[config.mk]
export PLATFORM = sky130hd
export DESIGN_NAME = strap_seq_top
export DESIGN_NICKNAME = d
export VERILOG_FILES = /design/src/rtl/strap_pkg.sv /design/src/rtl/strap_rst_sync.sv /design/src/rtl/strap_pad_sync.sv /design/src/rtl/strap_settle_timer.sv /design/src/rtl/strap_seq_top.sv
export SDC_FILE = /design/constraint.sdc
export NUM_CORES = 1
export LEC_CHECK = 0
export BUFFER_PORTS_ARGS = -buffer_cell sky130_fd_sc_hd__buf_4
export CAP_MARGIN = 10
export CELL_PAD_IN_SITES_DETAIL_PLACEMENT = 0
export CELL_PAD_IN_SITES_GLOBAL_PLACEMENT = 1
export CORE_MARGIN = 2
export CORE_UTILIZATION = 45
export CTS_BUF_LIST = sky130_fd_sc_hd__clkbuf_2
export DETAILED_ROUTE_END_ITERATION = 10
export PLACE_DENSITY = 0.85
export SYNTH_ARGS = -nofsm -noshare
export SYNTH_HDL_FRONTEND = slang
export SYNTH_SLANG_ARGS = --single-unit
[constraint.sdc]
create_clock -name ref_clk -period 1.6 [get_ports ref_clk]
set_clock_uncertainty 0.2 [all_clocks]
set_input_delay 0.32 -clock ref_clk [delete_from_list [all_inputs] [get_ports ref_clk]]
set_output_delay 0.32 -clock ref_clk [all_outputs]
set_load 0.02 [all_outputs]
[src/rtl/strap_pkg.sv]
package strap_pkg;
  localparam int unsigned STRAP_PINS = 3;
  localparam int unsigned PIN_FSEL   = 0;
  localparam int unsigned PIN_SPREAD = 1;
  localparam int unsigned PIN_OE     = 2;

  typedef enum logic [1:0] {
    SQ_IDLE    = 2'd0,
    SQ_SETTLE  = 2'd1,
    SQ_CAPTURE = 2'd2,
    SQ_DRIVE   = 2'd3
  } seq_state_e;
endpackage

[src/rtl/strap_rst_sync.sv]
module strap_rst_sync #(
  parameter int unsigned STAGES = 2
) (
  input  logic clk,
  input  logic por_n,
  output logic rst_n_o
);
  logic [STAGES-1:0] chain_q;

  always_ff @(posedge clk or negedge por_n) begin
    if (!por_n) chain_q <= '0;
    else        chain_q <= {chain_q[STAGES-2:0], 1'b1};
  end

  assign rst_n_o = chain_q[STAGES-1];
endmodule

[src/rtl/strap_pad_sync.sv]
module strap_pad_sync #(
  parameter int unsigned WIDTH  = 3,
  parameter int unsigned STAGES = 2
) (
  input  logic             clk,
  input  logic             rst_n,
  input  logic [WIDTH-1:0] d_i,
  output logic [WIDTH-1:0] q_o
);
  logic [STAGES-1:0][WIDTH-1:0] stage_q;

  always_ff @(posedge clk or negedge rst_n) begin
    if (!rst_n) stage_q[0] <= '0;
    else        stage_q[0] <= d_i;
  end

  for (genvar s = 1; s < STAGES; s++) begin : g_stage
    always_ff @(posedge clk or negedge rst_n) begin
      if (!rst_n) stage_q[s] <= '0;
      else        stage_q[s] <= stage_q[s-1];
    end
  end

  assign q_o = stage_q[STAGES-1];
endmodule

[src/rtl/strap_settle_timer.sv]
module strap_settle_timer #(
  parameter int unsigned CYCLES = 28636
) (
  input  logic clk,
  input  logic rst_n,
  input  logic run_i,
  output logic done_o
);
  localparam int unsigned CW = $clog2(CYCLES + 1);
  localparam logic [CW-1:0] LAST = CW'(CYCLES - 1);

  logic [CW-1:0] cnt_q, cnt_d;
  logic          cnt_en;

  assign done_o = run_i && (cnt_q == LAST);
  assign cnt_en = run_i || (cnt_q != '0);

  always_comb begin
    cnt_d = cnt_q;
    if (!run_i || done_o) cnt_d = '0;
    else                  cnt_d = cnt_q + 1'b1;
  end

  always_ff @(posedge clk or negedge rst_n) begin
    if (!rst_n)      cnt_q <= '0;
    else if (cnt_en) cnt_q <= cnt_d;
  end
endmodule

[src/rtl/strap_seq_top.sv]
module strap_seq_top #(
  parameter int unsigned SETTLE_CYCLES = 28636,
  parameter int unsigned SYNC_STAGES   = 2
) (
  input  logic       ref_clk,
  input  logic       supply_ok,
  input  logic [2:0] pad_in,
  output logic [2:0] pad_oe,
  output logic       clk_oe,
  output logic       cfg_use_24m,
  output logic       cfg_spread_on
);
  import strap_pkg::*;

  logic                  rst_n;
  logic [STRAP_PINS-1:0] pad_s;
  logic [STRAP_PINS-1:0] strap_q;
  logic                  win_done;
  logic                  drive;
  logic                  cap_en;
  seq_state_e            state_q, state_d;

  strap_rst_sync #(.STAGES(SYNC_STAGES)) u_rst (
    .clk(ref_clk), .por_n(supply_ok), .rst_n_o(rst_n)
  );

  strap_pad_sync #(.WIDTH(STRAP_PINS), .STAGES(SYNC_STAGES)) u_sync (
    .clk(ref_clk), .rst_n(rst_n), .d_i(pad_in), .q_o(pad_s)
  );

  strap_settle_timer #(.CYCLES(SETTLE_CYCLES)) u_timer (
    .clk(ref_clk), .rst_n(rst_n), .run_i(state_q == SQ_SETTLE), .done_o(win_done)
  );

  always_comb begin
    state_d = state_q;
    case (state_q)
      SQ_IDLE:    state_d = SQ_SETTLE;
      SQ_SETTLE:  if (win_done) state_d = SQ_CAPTURE;
      SQ_CAPTURE: state_d = SQ_DRIVE;
      SQ_DRIVE:   state_d = SQ_DRIVE;
      default:    state_d = SQ_IDLE;
    endcase
  end

  always_ff @(posedge ref_clk or negedge rst_n) begin
    if (!rst_n) state_q <= SQ_IDLE;
    else        state_q <= state_d;
  end

  assign cap_en = (state_q == SQ_CAPTURE);

  always_ff @(posedge ref_clk or negedge rst_n) begin
    if (!rst_n)      strap_q <= '0;
    else if (cap_en) strap_q <= pad_s;
  end

  assign drive         = (state_q == SQ_DRIVE);
  assign clk_oe        = drive & strap_q[PIN_OE];
  assign cfg_use_24m   = drive & strap_q[PIN_FSEL];
  assign cfg_spread_on = drive & ~strap_q[PIN_SPREAD];

  for (genvar p = 0; p < STRAP_PINS; p++) begin : g_pad_oe
    assign pad_oe[p] = clk_oe;
  end
endmodule

==> summary.md, run 1 <==
| Metric | Value |
|---|---|
| Global Route Usage Sum | `0.186` |
| Share of cells above drive strength 1 | `0.369` |
| Reg clk slew, reported paths | `0.26 ns` |
| DRC | `0` |
| Final setup vio count | `23` |
| Bufs and invs on worst path | `1` |
| Chip height | `57.7 um` |
| Number of flops mapped to enable cells by yosys | `0` |
| Io pins | `11` |
| Gpl congestion | `0.916` |
| Site row count | `19` |
| Fin. Hold Viols | `0` |
| Leak Pwr | `0.824 nW` |
| Top cells by count, synth | `28 x dfrtp_1, 13 x nor2_1, 8 x xor2_1` |
| Detail Route Antenna Nets | `0` |
| Area growth from synthesis to layout | `32.5%` |
| Fin cells | `188` |
| Worst-path cell chain | `or4b_4, or4_4, buf_4, a32o_1` |
| Fin nets | `165` |
| TritonCTS clock tree | `yes` |
| Status | `complete, but fails checks` |
| Crit path DAT | `2.17 ns` |
| Critical Path Sink | `u_timer.cnt_q[1]` |
| Crit-path max FO | `2` |
| Grt ovf | `0` |
| Setup ws final | `-0.462 ns` |
| Post-Syn Area per Cell | `11.2 um^2` |
| Port Buffer Count | `10` |
| Req. time, crit path | `1.71 ns` |
| RSZ-0062 raised after global routing | `yes` |
| Area leader, netlist | `dfrtp_1` |
| Vias/cell | `5.36` |
| Top FF cell, synth | `dfrtp_1` |
| Peak VDD IR | `636 uV` |
| Syn Inst Count | `116` |
| Post-DP HPWL | `1.90 mm` |
| Fin crit period | `2.06 ns` |
| Drt pass-1 iters | `4` |
| CTS HTree Levels | `1` |
| First-pass GRT wire length | `4.64 mm` |
| Post-synth cell types | `33` |
| Dpl cells | `174` |
| Vias in the first global route | `1057` |
| Crit-path max cell delay | `0.54 ns` |
| Slew Limit Fails | `0` |
| Ys Warns | `0` |
| Slowest cell on crit path | `or4b_4` |
| Failing checks | `setup timing` |
| Max clock buf depth | `2` |
| CP Depth | `4` |
| Top cells by area, synth | `dfrtp_1 54%, xor2_1 5.4%, nor2_1 3.8%` |
| Core area | `2760 um^2` |
| Final WL | `2.72 mm` |
| TritonCTS buffer count | `3` |
| Most common cell in the netlist | `dfrtp_1` |
| Synthesized Nets | `123` |
| Final Cycle Share | `1.29` |
| Final Util | `0.623` |
| Synth Register Bits | `28` |
| Skew-Pair Late Insertion Delay | `0.37 ns` |
| Mapped cell area | `1300 um^2` |
| Die footprint | `3330 um^2` |
| Register area share after synthesis | `0.540` |
| Reg2reg end | `u_timer.cnt_q[1]` |
| Initial antenna violation count | `0` |
| Diode count | `0` |
| Worst r2r src | `u_timer.cnt_q[5]` |
| Setup crit end kind | `register` |
| Clock sinks | `28` |
| Critical path type | `reg2reg` |
| Fmax | `485 MHz` |
| Starting Density | `0.471` |
| Root Driver | `clkbuf_2` |
| Worst reg-to-reg path cell count | `4` |
| Routed wire per std cell | `14.5 um` |
| R2R setup slack | `-0.46 ns` |
| Type of origin of the critical path | `register` |
| Cell Pwr Density | `686 nW/um^2` |
| Async SR Flop Fraction | `1.00` |
| Worst min path class | `reg2async` |
| Die W | `57.7 um` |
| Largest net degree at the start of global routing | `27` |
| Initial DRC Count | `10` |
| Area share of the largest cell type after synthesis | `0.540` |
| Max-Cap Viols | `0` |
| Vias | `1007` |
| CP Launch Point | `u_timer.cnt_q[5]` |
| Cell family with most CP delay | `simple AND/OR/NAND/NOR gates` |
==> worst register-to-register path, cell delays in order (launching register included) <==
cell,delay [ns]
dfrtp_1,0.44
or4b_4,0.54
or4_4,0.45
buf_4,0.16
a32o_1,0.21
==> flip-flops by register name (all words and copies together) (netlist names) <==
register / count
state_q: 2
u_sync.stage_q: 3
u_rst.chain_q: 2
strap_q: 3
u_timer.cnt_q: 15
u_sync.q_o: 3
==> cell usage in the layout (no fill, tap or decap), drive strengths merged, types with 2 or more instances in the layout <==
| master | count |
|---|---|
| and4 | 2 |
| nor2b | 2 |
| nand2 | 4 |
| ha | 2 |
| nor2 | 13 |
| dfrtp | 28 |
| nand4 | 7 |
| buf | 40 |
| clkbuf | 3 |
| nor4 | 5 |
| mux2 | 3 |
| nand2b | 2 |
| xnor2 | 3 |
| and3 | 5 |
| xor2 | 8 |
| a21o | 2 |
| dlygate4sd3 | 5 |
| nand3 | 7 |
| inv | 2 |
| nor3 | 2 |
==> cell type report <==
| class | count | area (um^2) |
|---|---|---|
| Multi-Input combinational cell | 78 | 558 |
| Clock buffer | 3 | 15.0 |
| Clock inverter | 1 | 30.0 |
| Fill cell | 212 | 1040 |
| Tap cell | 31 | 38.8 |
| Sequential cell | 28 | 701 |
| Inverter | 2 | 7.51 |
| Timing Repair Buffer | 45 | 369 |
==> kinds of logic (layout without fill, tap and decap cells) <==
logic type      after synthesis  after routing  share of synthesized area
mux                           3              3                     0.0260
other cells                   1              1                    0.00289
xor+xnor                     11             11                     0.0743
fa+ha+maj                     2              2                     0.0193
compound gates                6              6                     0.0395
simple gates                 55             55                      0.242
flops                        28             28                      0.540
buf+inv                      10             51                     0.0559
==> timing repair <==
action / in CTS / in global routing
endpoints found under the hold margin: 5 / 2
pin swaps: 8 / 3
gates resized for setup: 10 / 1
hold buffers: 4 / 1
endpoints found under the setup margin: 23 / 23
setup buffers: 4 / 1
==> how the worst min path moves through the flow <==
stage / start / end / slack (ns) / cells after the start
after floorplan: supply_ok / u_rst.chain_q[0] / -0.18 / 0
after global placement: supply_ok / u_rst.chain_q[1] / -0.1 / 1
after detailed placement: supply_ok / u_rst.chain_q[1] / -0.1 / 1
after CTS: supply_ok / u_rst.chain_q[1] / 0.002 / 2
final: u_rst.chain_q[1] / u_timer.cnt_q[9] / 0.05 / 1
after global routing: u_rst.chain_q[1] / u_sync.q_o[1] / 0.12 / 1
==> metrics by stage <==
step / total power [W] / setup TNS (ns) / cell area (um^2) / setup slack [ns] / hold WS, ns
6_report: 0.00118 / -7.83 / 1720 / -0.462 / 0.0464
4_1_cts: 0.00118 / -7.63 / 1690 / -0.459 / 0.00188
3_5_place_dp: 0.000756 / -5.63 / 1530 / -0.428 / -0.0957
3_3_place_gp: 0.000755 / -5.22 / 1530 / -0.398 / -0.0986
5_1_grt: 0.00122 / -9.36 / 1720 / -0.509 / 0.115
2_1_floorplan: 0.000742 / -7.01 / 1300 / -0.496 / -0.176
==> layer usage <==
| layer | vias up | share of wire | routed length [um] | global-route usage |
|---|---|---|---|---|
| li1 | 483 | - | - | - |
| met1 | 503 | 0.42 | 1150 | 0.243 |
| met2 | 12 | 0.53 | 1440 | 0.302 |
| met3 | 9 | 0.019 | 51 | 0.0313 |
| met4 | 0 | 0.028 | 77 | 0.0897 |
| met5 | - | 0 | 0 | 0 |
==> report_power, final <==
group           total, W  leakage [nW]  switching [W]  internal [W]
logic          0.0000315         0.453      0.0000158     0.0000157
registers       0.000722         0.344     0.00000259      0.000719
clock network   0.000426        0.0266       0.000211      0.000215
total            0.00118         0.824       0.000229      0.000950
No activity file was read; power rests on OpenSTA's default activity.
==> run 2, diff against run 1 <==
ABC_AREA = 1   (was unset)
CTS_BUF_LIST = sky130_fd_sc_hd__clkbuf_8   (was sky130_fd_sc_hd__clkbuf_2)
PLACE_DENSITY = 0.89   (was 0.85)
RECOVER_POWER = 50   (was unset)
==> run 2 against run 1 <==
Effect of this change: the flow now finishes without violations; routed wire length down 6.0%; sequential share of layout area up 2.5 points; critical path depth down 1; sequential power about the same; power up 11%; register-to-register slack better by 0.58 ns; first-iteration DRC count rose to 5.2 times the previous value; combinational power down 10%; area after synthesis up 2.8%; largest cell class unchanged; highest routed layer unchanged.
==> summary.md, run 2 <==
| Metric | Value |
|---|---|
| Status | `complete, no violations` |
| Dpl cells | `206 (+18%)` |
| Slew Limit Fails | `0 (unchanged)` |
| Fmax | `639 MHz (+32%)` |
| Mapped cell area | `1330 um^2 (+2.8%)` |
| Final Util | `0.582 (-0.0413)` |
| Crit-path max FO | `4 (+2)` |
| Skew-Pair Late Insertion Delay | `0.28 ns (-0.09 ns)` |
| DRC | `0 (unchanged)` |
| DP Worst Slack | `0.0358 ns (+0.464 ns)` |
| Grt ovf | `0 (unchanged)` |
| Fin cells | `216 (+15%)` |
| Final setup vio count | `0 (-100%)` |
| Top cells by area, synth | `dfrtp_1 53%, nand2_1 10%, nor2_1 9.3%` |
| Fillers | `245 (+16%)` |
| Fin crit period | `1.57 ns (-0.496 ns)` |
| Vias in the first global route | `1029 (-2.6%)` |
| Post-Syn Area per Cell | `8.23 um^2 (-26%)` |
| Async SR Flop Fraction | `1.00 (unchanged)` |
| Synth Register Bits | `28 (unchanged)` |
| Reg with most FFs | `u_timer.cnt_q` |
| Drt pass-1 iters | `4 (unchanged)` |
| Most common cell after layout, fill and taps aside | `nand2_1` |
| Vias/cell | `4.98 (-7.1%)` |
| Initial DRC Count | `52 (+42)` |
| Chip height | `58.4 um (+1.3%)` |
| RSZ-0062 raised after global routing | `yes` |
| Area leader, netlist | `dfrtp_1` |
| Die footprint | `3420 um^2 (+2.6%)` |
| Max_slew headroom | `0.423` |
| Crit-path max cell delay | `0.38 ns (-0.16 ns)` |
| TritonCTS buffer count | `3 (unchanged)` |
| Diode count | `0 (unchanged)` |
| Die W | `58.4 um (+1.3%)` |
| Top FF cell, synth | `dfrtp_1` |
| Post-DP HPWL | `1.90 mm (-0.28%)` |
| Starting Density | `0.480 (+0.00902)` |
| Worst min path class | `in2async` |
| Worst-path cell chain | `nand2_2, nor2_4, buf_4` |
| Vias | `1075 (+6.8%)` |
| Reg area | `701 um^2 (unchanged)` |
| CTS HTree Levels | `1 (unchanged)` |
| Leak Pwr | `0.818 nW (-0.65%)` |
| Area share of the largest cell type after synthesis | `0.525 (-0.0147)` |
| Cell family with most CP delay | `flip-flops` |
| Final WL | `2.56 mm (-6.0%)` |
| Gpl congestion | `0.865 (-5.5%)` |
| Crit path DAT | `1.05 ns (-1.12 ns)` |
| Type of origin of the critical path | `register` |
| Cell Pwr Density | `806 nW/um^2 (+18%)` |
| Setup crit end kind | `output pin` |
| Synthesized Nets | `169 (+37%)` |
| Area of the multi-input gates | `556 um^2 (-0.45%)` |
| Req. time, crit path | `1.08 ns (-0.63 ns)` |
| Port Buffer Count | `10 (unchanged)` |
| Root Driver | `clkbuf_8` |
| Max FFs per register | `15 (unchanged)` |
| Routed wire per std cell | `11.8 um (-18%)` |
| Final TNS setup | `0 ns (+7.83 ns)` |
| Site row count | `19 (unchanged)` |
| Commonest cells after routing, fill and taps aside | `36 x nand2_1, 32 x nor2_1, 28 x dfrtp_1` |
| Setup ws final | `0.0344 ns (+0.496 ns)` |
| Fin. Hold Viols | `0 (unchanged)` |
| Critical path type | `reg2out` |
| Global Route Usage Sum | `0.176 (-0.00985)` |
| Area growth from synthesis to layout | `21.4%` |
| Slowest cell on crit path | `dfrtp_1` |
| Syn Inst Count | `162 (+40%)` |
| Register area share after synthesis | `0.525 (-0.0147)` |
| Final Cycle Share | `0.979 (-0.310)` |
| Io pins | `11 (unchanged)` |
| Most common cell in the netlist | `nand2_1` |
| TritonCTS clock tree | `yes` |
| Reg clk slew, reported paths | `0.09 ns (-0.17 ns)` |
| Core area | `2780 um^2 (+0.86%)` |
| Max clock buf depth | `2 (unchanged)` |
| Max-Cap Viols | `0 (unchanged)` |
| Slew @ Worst Pin | `0.866 ns` |
| Peak VDD IR | `584 uV (-8.1%)` |
| Bufs and invs on worst path | `1 (unchanged)` |
| Post-synth cell types | `18 (-45%)` |
| Fin nets | `193 (+17%)` |
| Clock sinks | `28 (unchanged)` |
| Number of flops mapped to enable cells by yosys | `0 (unchanged)` |
| First-pass GRT wire length | `4.48 mm (-3.6%)` |
| Share of cells above drive strength 1 | `0.168 (-0.202)` |
| WHS | `0.161 ns (+0.114 ns)` |
| Top cells by count, synth | `37 x nand2_1, 33 x nor2_1, 28 x dfrtp_1` |
| Ys Warns | `0 (unchanged)` |
| Initial antenna violation count | `0 (unchanged)` |
| Detail Route Antenna Nets | `0 (unchanged)` |
| Largest net degree at the start of global routing | `18 (-33%)` |
[run 2: cell types whose count changed after synthesis, sizes merged, moves of 3 or more]
cell | previous run | this run
nor2 | 13 | 35
inv | 2 | 19
nand3 | 7 | 13
and3 | 5 | 0
xor2 | 8 | 3
nand2 | 4 | 40
o21ai | 0 | 3
nor4 | 5 | 0
[run 2: layer usage]
metal	GRT usage	vias to the layer above	part of all wire
met3	0.0286	8	0.047
met5	0	-	0
li1	-	549	-
met1	0.231	492	0.46
met2	0.273	26	0.46
met4	0.106	0	0.033
[run 2: per-stage QoR]
stage | area (um^2) | total power (W)
6_report | 1620 | 0.00131
5_1_grt | 1620 | 0.00136
4_1_cts | 1620 | 0.00133
3_5_place_dp | 1480 | 0.000761
3_3_place_gp | 1480 | 0.000759
2_1_floorplan | 1330 | 0.000742
[run 2: path summary, 6_finish.rpt]
path	startpoint	slack (ns)	cells past startpoint	endpoint
max in group asynchronous	u_rst.chain_q[1]	0.35	1	u_timer.cnt_q[0]
min in group ref_clk	u_sync.stage_q[1]	0.17	0	u_sync.q_o[1]
worst max-delay path	state_q[1]	0.03	3	clk_oe
worst min register to register	u_sync.stage_q[1]	0.17	0	u_sync.q_o[1]
worst min-delay path	supply_ok	0.16	2	u_rst.chain_q[1]
worst max register to register	u_timer.cnt_q[0]	0.12	6	u_timer.cnt_q[14]
[run 2: cells by family after synthesis]
kind of cell	after synthesis	synth area share
mux	1	0.00844
flops	28	0.525
compound gates	5	0.0188
fa+ha+maj	2	0.0188
other cells	1	0.00281
xor+xnor	5	0.0328
buf+inv	23	0.0788
simple gates	97	0.314
[run 2: repair_timing]
action / 4_1_cts / 5_1_grt
setup buffers: 1 / 0
cloned: 0 / 0
pin swaps: 1 / 1
hold buffers: 5 / 0
hold endpoints to repair: 14 / 0
gates resized for setup: 4 / 5
setup endpoints to repair: 4 / 17
[run 2: power breakdown]
part,switching [W],internal [W]
logic,0.0000150,0.0000132
clock network,0.000221,0.000335
registers,0.00000371,0.000717
total,0.000240,0.00107
[run 2: area by class of cell]
class / count / area share
Sequential cell: 28 / 0.433
Multi-Input combinational cell: 111 / 0.343
Timing Repair Buffer: 23 / 0.112
Inverter: 19 / 0.0440
Clock buffer: 3 / 0.0255
Tap cell: 31 / 0.0240
Clock inverter: 1 / 0.0185
